[src/rtl/fdl_pkg.sv]
package fdl_pkg;
  localparam int NUM_NETS = 6;
  localparam int IDX_W = $clog2(NUM_NETS);

  localparam int NET_G1_PASS = 0;
  localparam int NET_G1_SEL = 1;
  localparam int NET_G1_ALT = 2;
  localparam int NET_G2_PASS = 3;
  localparam int NET_G2_FB = 4;
  localparam int NET_G2_ALT = 5;

  typedef struct packed {
    logic testMode;   // c1 == c2: feedback replaced by a constant
    logic expectVal;  // constant every net should read in test mode
    logic modeHeld;   // same control code as at the previous edge
  } ctrlStrobe_t;
endpackage

[src/rtl/fdl_swap_gate.sv]
module fdl_swap_gate (
  input  logic ctlA,
  input  logic inB,
  input  logic inC,
  output logic outP,
  output logic outQ,
  output logic outR
);
  assign outP = ctlA;
  assign outQ = (~ctlA & inB) | (ctlA & inC);
  assign outR = (ctlA & inB) | (~ctlA & inC);
endmodule

[src/rtl/fdl_ctrl.sv]
module fdl_ctrl
  import fdl_pkg::*;
(
  input  logic        clk,
  input  logic        rst_n,
  input  logic        c1In,
  input  logic        c2In,
  input  logic        netDiffAny,
  output ctrlStrobe_t strobe,
  output logic        faultFlag
);
  logic [1:0] prevCode;
  logic       prevValid;

  always_comb begin
    strobe.testMode  = (c1In == c2In);
    strobe.expectVal = c1In;
    strobe.modeHeld  = prevValid && (prevCode == {c1In, c2In});
  end

  always_ff @(posedge clk or negedge rst_n) begin
    if (!rst_n) begin
      prevCode  <= 2'b01;
      prevValid <= 1'b0;
      faultFlag <= 1'b0;
    end else begin
      prevCode  <= {c1In, c2In};
      prevValid <= 1'b1;
      faultFlag <= strobe.testMode && strobe.modeHeld && netDiffAny;
    end
  end

  // normal mode at an edge leaves the flag clear after that edge
  a_r9_flag_clear: assert property (@(posedge clk) disable iff (!rst_n)
    !strobe.testMode |=> !faultFlag);

  // the flag can only rise after an edge taken in a test mode
  a_r8_flag_from_test: assert property (@(posedge clk) disable iff (!rst_n)
    $rose(faultFlag) |-> $past(strobe.testMode));
endmodule

[src/rtl/fdl_datapath.sv]
module fdl_datapath
  import fdl_pkg::*;
#(
  parameter bit NEG_EN = 1'b0
) (
  input  logic                clk,
  input  logic                rst_n,
  input  logic                dIn,
  input  logic                enIn,
  input  logic                c1In,
  input  logic                c2In,
  input  logic                faultEn,
  input  logic [IDX_W-1:0]    faultIdx,
  input  logic                faultVal,
  input  ctrlStrobe_t         strobe,
  output logic                qOut,
  output logic [NUM_NETS-1:0] netsOut,
  output logic                netDiffAny
);
  logic holdReg;
  logic g1P, g1Q, g1R, g2P, g2Q, g2R;
  logic n0, n1, n2, n3, n4, n5;

  function automatic logic applyFault(input logic raw, input int k);
    return (faultEn && (int'(faultIdx) == k)) ? faultVal : raw;
  endfunction

  // loop primitive: stored value steers the two test controls
  fdl_swap_gate u_loop (
    .ctlA(holdReg), .inB(c1In), .inC(c2In),
    .outP(g2P), .outQ(g2Q), .outR(g2R)
  );

  always_comb begin
    n3 = applyFault(g2P, NET_G2_PASS);
    n4 = applyFault(g2Q, NET_G2_FB);
    n5 = applyFault(g2R, NET_G2_ALT);
  end

  // select primitive: input order fixes the enable polarity
  generate
    if (NEG_EN) begin : g_neg
      fdl_swap_gate u_sel (
        .ctlA(enIn), .inB(dIn), .inC(n4),
        .outP(g1P), .outQ(g1Q), .outR(g1R)
      );
    end else begin : g_pos
      fdl_swap_gate u_sel (
        .ctlA(enIn), .inB(n4), .inC(dIn),
        .outP(g1P), .outQ(g1Q), .outR(g1R)
      );
    end
  endgenerate

  always_comb begin
    n0 = applyFault(g1P, NET_G1_PASS);
    n1 = applyFault(g1Q, NET_G1_SEL);
    n2 = applyFault(g1R, NET_G1_ALT);
  end

  always_ff @(posedge clk or negedge rst_n) begin
    if (!rst_n) holdReg <= 1'b0;
    else        holdReg <= n1;
  end

  assign qOut       = n1;
  assign netsOut    = {n5, n4, n3, n2, n1, n0};
  assign netDiffAny = |(netsOut ^ {NUM_NETS{strobe.expectVal}});

  logic normalMode, activeEn;
  assign normalMode = !c1In && c2In;
  assign activeEn   = NEG_EN ? !enIn : enIn;

  // transparent phase follows data
  a_r2_transparent: assert property (@(posedge clk) disable iff (!rst_n)
    (normalMode && !faultEn && activeEn) |-> (qOut == dIn));

  // opaque phase keeps the last sampled output
  a_r3_hold: assert property (@(posedge clk) disable iff (!rst_n)
    (normalMode && !faultEn && !activeEn && $past(rst_n) && $past(normalMode && !faultEn))
      |-> (qOut == $past(qOut)));

  // in a test mode the feedback net is the control constant
  a_r5_feedback_const: assert property (@(posedge clk) disable iff (!rst_n)
    (strobe.testMode && !faultEn) |-> (netsOut[NET_G2_FB] == c1In));

  // a forced net carries the forced value
  a_r7_forced: assert property (@(posedge clk) disable iff (!rst_n)
    (faultEn && int'(faultIdx) < NUM_NETS) |-> (netsOut[faultIdx] == faultVal));
endmodule

[src/rtl/fdl_top.sv]
module fdl_top
  import fdl_pkg::*;
#(
  parameter bit NEG_EN = 1'b0
) (
  input  logic                clk,
  input  logic                rst_n,
  input  logic                dIn,
  input  logic                enIn,
  input  logic                c1In,
  input  logic                c2In,
  input  logic                faultEn,
  input  logic [IDX_W-1:0]    faultIdx,
  input  logic                faultVal,
  output logic                qOut,
  output logic [NUM_NETS-1:0] netsOut,
  output logic                faultFlag
);
  ctrlStrobe_t strobe;
  logic        netDiffAny;

  fdl_ctrl u_ctrl (
    .clk(clk), .rst_n(rst_n), .c1In(c1In), .c2In(c2In),
    .netDiffAny(netDiffAny), .strobe(strobe), .faultFlag(faultFlag)
  );

  fdl_datapath #(.NEG_EN(NEG_EN)) u_dp (
    .clk(clk), .rst_n(rst_n), .dIn(dIn), .enIn(enIn),
    .c1In(c1In), .c2In(c2In), .faultEn(faultEn), .faultIdx(faultIdx),
    .faultVal(faultVal), .strobe(strobe), .qOut(qOut),
    .netsOut(netsOut), .netDiffAny(netDiffAny)
  );
endmodule

[config.mk]
export PLATFORM = sky130hd
export DESIGN_NAME = fdl_top
export DESIGN_NICKNAME = d
export VERILOG_FILES = /design/src/rtl/fdl_pkg.sv /design/src/rtl/fdl_swap_gate.sv /design/src/rtl/fdl_ctrl.sv /design/src/rtl/fdl_datapath.sv /design/src/rtl/fdl_top.sv
export SDC_FILE = /design/constraint.sdc
export NUM_CORES = 1
export LEC_CHECK = 0
export BUFFER_PORTS_ARGS = -buffer_cell sky130_fd_sc_hd__buf_2
export CAP_MARGIN = 20
export CORE_AREA = 2 2 39 41
export DETAILED_ROUTE_END_ITERATION = 10
export DIE_AREA = 0 0 41 43
export PLACE_DENSITY = 0.59
export RECOVER_POWER = 25
export SLEW_MARGIN = 40
export SYNTH_ARGS = -nofsm -noshare
export SYNTH_HDL_FRONTEND = slang
export SYNTH_SLANG_ARGS = --single-unit
[constraint.sdc]
create_clock -name clk -period 1.9 [get_ports clk]
set_input_delay 0.38 -clock clk [delete_from_list [all_inputs] [get_ports clk]]
set_output_delay 0.38 -clock clk [all_outputs]
set_load 0.02 [all_outputs]
==> results of run 1 <==
## critical path, cell delays in order, from the launching register on
cell	delay (ps)
dfrtp_1	400
mux2i_2	190
and2_4	180
a211oi_4	270
buf_6	160
## metal layers
metal  vias up  GRT usage [%]  part of all wire, %
li1        222              -                    -
met1       207          19.93                   51
met2         9          18.44                   45
met3         0          4.712                  3.5
met4         0          2.000                    0
met5         -              0                    0
## worst paths after layout
path / start / endpoint / slack (ps) / cells after the start
max: u_dp.holdReg / qOut / 70 / 4
min: c2In / u_ctrl.prevCode[0] / 410 / 2
max reg2reg: u_dp.holdReg / u_ctrl.faultFlag / 160 / 5
min reg2reg: u_ctrl.prevValid / u_ctrl.faultFlag / 530 / 2
max in group asynchronous: rst_n / u_ctrl.prevCode[0] / 1120 / 2
min in group asynchronous: rst_n / u_ctrl.prevValid / 510 / 2
## Yosys cell counts, types with 2 or more instances
cell type | instances | area (µm²)
dfrtp_1 | 4 | 100.1
nand4_1 | 2 | 12.51
nand4bb_1 | 2 | 22.52
nor2_1 | 2 | 7.510
buf_4 | 6 | 45.04
inv_1 | 2 | 7.510
nand4b_1 | 2 | 17.52
nand2b_1 | 2 | 12.51
mux2i_1 | 8 | 80.08
## cells by family (layout without fill, tap and decap cells)
kind of cell,Yosys count,in the layout
compound gates,5,5
mux,8,8
flops,5,5
buf+inv,8,33
other cells,1,1
simple gates,20,20
## area by class of cell
| cell class | instances | area, µm² |
|---|---|---|
| clock buffer | 3 | 22.52 |
| clock inverter | 1 | 5.005 |
| fill | 136 | 723.2 |
| inverter | 2 | 7.507 |
| multi-input combinational | 34 | 315.3 |
| sequential | 5 | 126.4 |
| tap | 16 | 20.02 |
| timing repair buffer | 27 | 163.9 |
## registers in the layout (all words and copies together), names as in the netlist
| name | flops |
|---|---|
| u_ctrl.faultFlag | 1 |
| u_ctrl.prevValid | 1 |
| u_ctrl.prevCode | 2 |
| u_dp.holdReg | 1 |
## power by group through the flow
stage / combinational (mW) / sequential, mW / clock (mW)
2_1_floorplan: 0.0918 / 0.120 / 0
3_3_place_gp: 0.128 / 0.120 / 0
3_5_place_dp: 0.128 / 0.120 / 0
4_1_cts: 0.151 / 0.117 / 0.127
5_1_grt: 0.162 / 0.118 / 0.136
6_report: 0.150 / 0.118 / 0.122
## timing repair
| action | in CTS | in global routing |
|---|---|---|
| pin swaps | 1 | 1 |
| endpoints found under the setup margin | 2 | 2 |
| hold buffers | 1 | 0 |
| hold endpoints to repair | 4 | 0 |
| buffers inserted | 2 | 0 |
| gates resized for setup | 6 | 1 |
## per-stage QoR
step	cells	instance area [µm²]	setup slack, ps	setup TNS [ps]	util [%]
floorplan	47	471.7	55.72	0	-
global placement	81	581.8	-4.391	-8.156	42.04
detailed placement	81	581.8	-46.41	-107.0	42.04
CTS	88	666.9	10.24	0	48.19
global route	88	660.6	12.95	0	47.74
finish	88	660.6	68.70	0	47.74
==> qor.yml, run 1 <==
grt-ovfl-total: 0
die_area_mm2: 0.001763
powerDensity_mw_per_mm2: 588.8
min_period_ps: 1831
vdd_ir_drop_max_mv: 0.3972
switchingPower_mw: 0.1276
synthMuxAreaShare_pct: 17.25
coreArea_mm2: 0.001384
antenna_found_initial: 0
worstPathMaxFanout: 3
port-buffer-count: 18
grt_pass1_wl_mm: 1.635
synth_compound_area_share_pct: 8.895
setup_viol: 0
max_cap_viol_count: 0
final-hold-violation-count: 0
p_seq_share_pct: 30.2
startpoint_type: "register"
syn_nets: 58
ys_types: 26
synth_edf_count: 0
combPwrFrac_pct: 38.5
cts_buffer_depth: 2
vias_per_cell: 4.977
switching_share_pct: 32.81
num_io_pins: 19
htreeDepth: 1
ys_warn_count: 0
drc: 0
ys_seq_area_share_pct: 27.22
fin_worst_skew_ps: 3.909
synthAdderAreaFrac_pct: 0
path_clk_slew_ps: 50
grt_max_degree: 7
synthCells: 47
gp_congestion: 0.7026
rsz0062_at_grt: "no"
row_count: 14
synth_xor_area_share_pct: 0
drive_gt1_share_pct: 50.00
ys_ff_latch: 5
synth-simple-area-share_pct: 34.50
cts_num_sinks: 5
dieHeight_um: 43
dp_hpwl_um: 759.7
setup.worst_path.end_class: "primary output"
syn_avg_cell_area_um2: 9.876
root_buffer: "clkbuf_4"
initial_core_util_pct: 33.54
internal-power_mw: 0.2613
cts_tree: "done"
most-common-layout-cells: "15 x buf_2, 7 x mux2i_1, 6 x buf_4"
nets: 84
hold_class: "in2reg"
clock_power_share_pct: 31.3
final_common_cell: "buf_2"
wire_per_inst_um: 11.40
whs_ps: 411.3
synth-async-reset-ratio_pct: 100.0
synth_flop_cell: "dfrtp_1"
syn_area_um2: 464.2
grt_pass1_vias: 399
insertion_delay_ps: 240
antennaDiodeCount: 0
drtIter0Drc: 3
fin_crit_sh_pct: 96.38
max_freq_mhz: 546.1
total_power_mw: 0.3889
worstPathRequired_ps: 1520
p_leak_nw: 0.3087
slew_viol_final: 0
ant_nets: 0
wl_mm: 1.003
numCtsBuffers: 3
vias: 438
first_pass_iters: 2
crit_arrival_ps: 1450
syn2layout_area_growth_pct: 42.32
die_w_um: 41
status: "completed"
crit_type: "reg2out"
grt_usage_pct: 13.29
synth_top_family_by_area: "simple AND/OR/NAND/NOR gates"
Power figures use the tool's default switching activity.
==> run 2: changes to the inputs <==
--- a/config.mk
+++ b/config.mk
@@ -10,9 +10,10 @@
 export CORE_AREA = 2 2 39 41
 export DETAILED_ROUTE_END_ITERATION = 10
 export DIE_AREA = 0 0 41 43
-export PLACE_DENSITY = 0.59
+export PLACE_DENSITY = 0.62
 export RECOVER_POWER = 25
 export SLEW_MARGIN = 40
 export SYNTH_ARGS = -nofsm -noshare
 export SYNTH_HDL_FRONTEND = slang
+export SYNTH_HIERARCHICAL = 1
 export SYNTH_SLANG_ARGS = --single-unit
==> run 2 against run 1 <==
Effect of this change:
- the flow now finishes with violations (setup timing)
- critical path type unchanged
- combinational power rose by 45%
- worst hold slack got worse by 24 ps
- clock power barely moved
- core utilization is 8.2 points higher
- synthesized area up 1.1%
- wire length rose by 13%
- sequential power about the same
- largest power group unchanged
- non-clock buffer count increased by 12
- global-route usage grew 1.7 points
==> qor.yml, run 2 <==
worstPathRequired_ps: 1520  # about the same
final_cell_area_um2: 774.5  # was 660.6 µm²
min_period_ps: 2200  # was 1831 ps
p_leak_nw: 0.3780  # was 0.3087 nW
cts_buffer_depth: 2  # unchanged
initial_core_util_pct: 33.91  # was 33.54%
final-hold-violation-count: 0  # unchanged
crit_top_cell: "mux2_4"
antenna_found_initial: 0  # unchanged
switching_share_pct: 30.59  # was 32.81%
crit_arrival_ps: 1820  # was 1450 ps
layout_setup_ws_ps: -299.8  # was 68.70 ps
numCtsBuffers: 3  # unchanged
wl_mm: 1.138  # was 1.003 mm
max_cap_viol_count: 0  # unchanged
setup.worst_path.end_class: "primary output"  # unchanged
drive_gt1_share_pct: 66.25  # was 50.00%
syn2layout_area_growth_pct: 65.07  # was 42.32%
dp.cells: 83  # was 81
nets: 92  # was 84
grt_max_degree: 7  # unchanged
wire_per_inst_um: 11.85  # was 11.40 µm
p_seq_share_pct: 25.8  # was 30.2%
path_buf_inv: 3  # was 1
drc: 0  # unchanged
path_clk_slew_ps: 40  # was 50 ps
wl_met3_um: 54  # was 35 µm
cts_tree: "done"  # unchanged
syn_nets: 57  # was 58
total_power_mw: 0.4548  # was 0.3889 mW
final_common_cell: "buf_4"  # was buf_2
cts_num_sinks: 5  # unchanged
crit_start: "u_dp/holdReg"  # was u_dp.holdReg
grt_pass1_wl_mm: 1.821  # was 1.635 mm
row_count: 14  # unchanged
htreeDepth: 1  # unchanged
max_freq_mhz: 454.6  # was 546.1 MHz
drt-met1-wl_um: 396  # was 514 µm
violations: "setup timing"
drtIter0Drc: 2  # was 3
ys_warn_count: 6  # was 0
regMostFlops: "u_ctrl/prevCode"  # was u_ctrl.prevCode
cp_slowest_cell: "dfrtp_1"  # unchanged
final_cells: 96  # was 88
slew_viol_final: 0  # unchanged
num_io_pins: 19  # unchanged
insertion_delay_ps: 240  # about the same
fin_worst_skew_ps: 0.5595  # was 3.909 ps
ant_nets: 0  # unchanged
met2WireLength_um: 687  # was 454 µm
grt_usage_pct: 14.98  # was 13.29%
most-common-layout-cells: "16 x buf_4, 13 x buf_2, 6 x buf_6"  # was 15 x buf_2, 7 x mux2i_1, 6 x buf_4
vias: 444  # was 438
status: "finished, violations left"  # was completed
vias_per_cell: 4.625  # was 4.977
place_area_um2: 618.1  # was 581.8 µm²
powerDensity_mw_per_mm2: 587.2  # was 588.8 mW/mm²
max_stage_delay_ps: 380  # was 400 ps
dp_hpwl_um: 782.3  # was 759.7 µm
die_w_um: 41  # unchanged
clock_power_share_pct: 26.3  # was 31.3%
fin_crit_sh_pct: 115.8  # was 96.38%
grt_pass1_vias: 454  # was 399
internal-power_mw: 0.3157  # was 0.2613 mW
dieHeight_um: 43  # unchanged
setup_viol: 4  # was 0
rsz0062_at_grt: "yes"  # was no
critical-path-top-delay-family: "multiplexers"  # was flip-flops
synthCells: 46  # was 47
top_layer: "met3"  # unchanged
antennaDiodeCount: 0  # unchanged
worstPathMaxFanout: 3  # unchanged
hold_class: "in2reg"  # unchanged
switchingPower_mw: 0.1391  # was 0.1276 mW
reg2reg_from: "u_dp/holdReg"  # was u_dp.holdReg
die_area_mm2: 0.001763  # unchanged
combPwrFrac_pct: 48.0  # was 38.5%
crit_type: "reg2out"  # unchanged
startpoint_type: "register"  # unchanged
syn_area_um2: 469.2  # was 464.2 µm²
first_pass_iters: 3  # was 2
cp_cell_sequence: "mux2_4 -> mux2i_4 -> inv_2 -> mux2_4 -> mux2i_2 -> inv_1 -> buf_6"  # was mux2i_2 -> and2_4 -> a211oi_4 -> buf_6
gp_congestion: 0.6982  # was 0.7026
syn_avg_cell_area_um2: 10.20  # was 9.876 µm²
largest_reg_flops: 2  # unchanged
hold_path_startpoint: "c2In"  # unchanged
grt-ovfl-total: 0  # unchanged
coreArea_mm2: 0.001384  # unchanged
port-buffer-count: 18  # unchanged
vdd_ir_drop_max_mv: 0.3695  # was 0.3972 mV
root_buffer: "clkbuf_4"  # unchanged
-- run 2: final cells by class --
class                           count  area (µm²)
Tap cell                           16       20.02
Multi-Input combinational cell     26       305.3
Sequential cell                     5       126.4
Fill cell                         132       609.3
Clock buffer                        4       26.28
Inverter                            6       22.52
Timing Repair Buffer               39       274.0
-- run 2: through the flow --
stage / utilization, % / hold WS (ps) / setup WS, ps / setup TNS, ps
detailed placement: 44.67 / 196.6 / -303.8 / -1128
global route: 55.97 / 386.2 / -361.2 / -1426
global placement: 44.67 / 195.9 / -307.5 / -1080
finish: 55.97 / 387.3 / -299.8 / -1109
CTS: 54.79 / 366.4 / -313.6 / -1267
floorplan: - / 84.41 / -164.1 / -297.5
-- run 2: power by group through the flow --
stage	clock network [mW]	logic [mW]	registers, mW
finish	0.120	0.218	0.117
global route	0.136	0.232	0.118
CTS	0.126	0.206	0.117
detailed placement	0	0.152	0.118
global placement	0	0.150	0.118
floorplan	0	0.107	0.119
-- run 2: routing by layer --
layer	vias up	global-route usage, %
met5	-	0
met1	208	14.19
met4	0	6.000
met3	0	1.571
met2	11	29.06
li1	225	-
-- run 2: timing repair --
action	CTS	global route
pin swaps	1	0
gates resized for setup	11	7
setup endpoints to repair	5	6
endpoints found under the hold margin	4	0
gates cloned	0	0
buffers inserted	9	0
hold buffers	1	0
-- run 2: final timing paths --
check	end	slack (ps)	cells after the start
setup reg to reg	u_ctrl/faultFlag	-240	12
max in group asynchronous	u_ctrl/prevCode[0]	1120	2
hold / removal	u_ctrl/prevCode[0]	390	2
hold reg to reg	u_ctrl/faultFlag	490	2
min in group asynchronous	u_dp/holdReg	520	2
setup / recovery	netsOut[2]	-300	7
-- run 2: worst reg2reg max path, delay by kind of cell, from the launching register on --
kind | cells | cell delay [ps]
muxes | 4 | 920
buffers and inverters | 4 | 400
and+or+nand+nor | 2 | 120
DFF | 1 | 380
AOI/OAI and AO/OA | 2 | 270
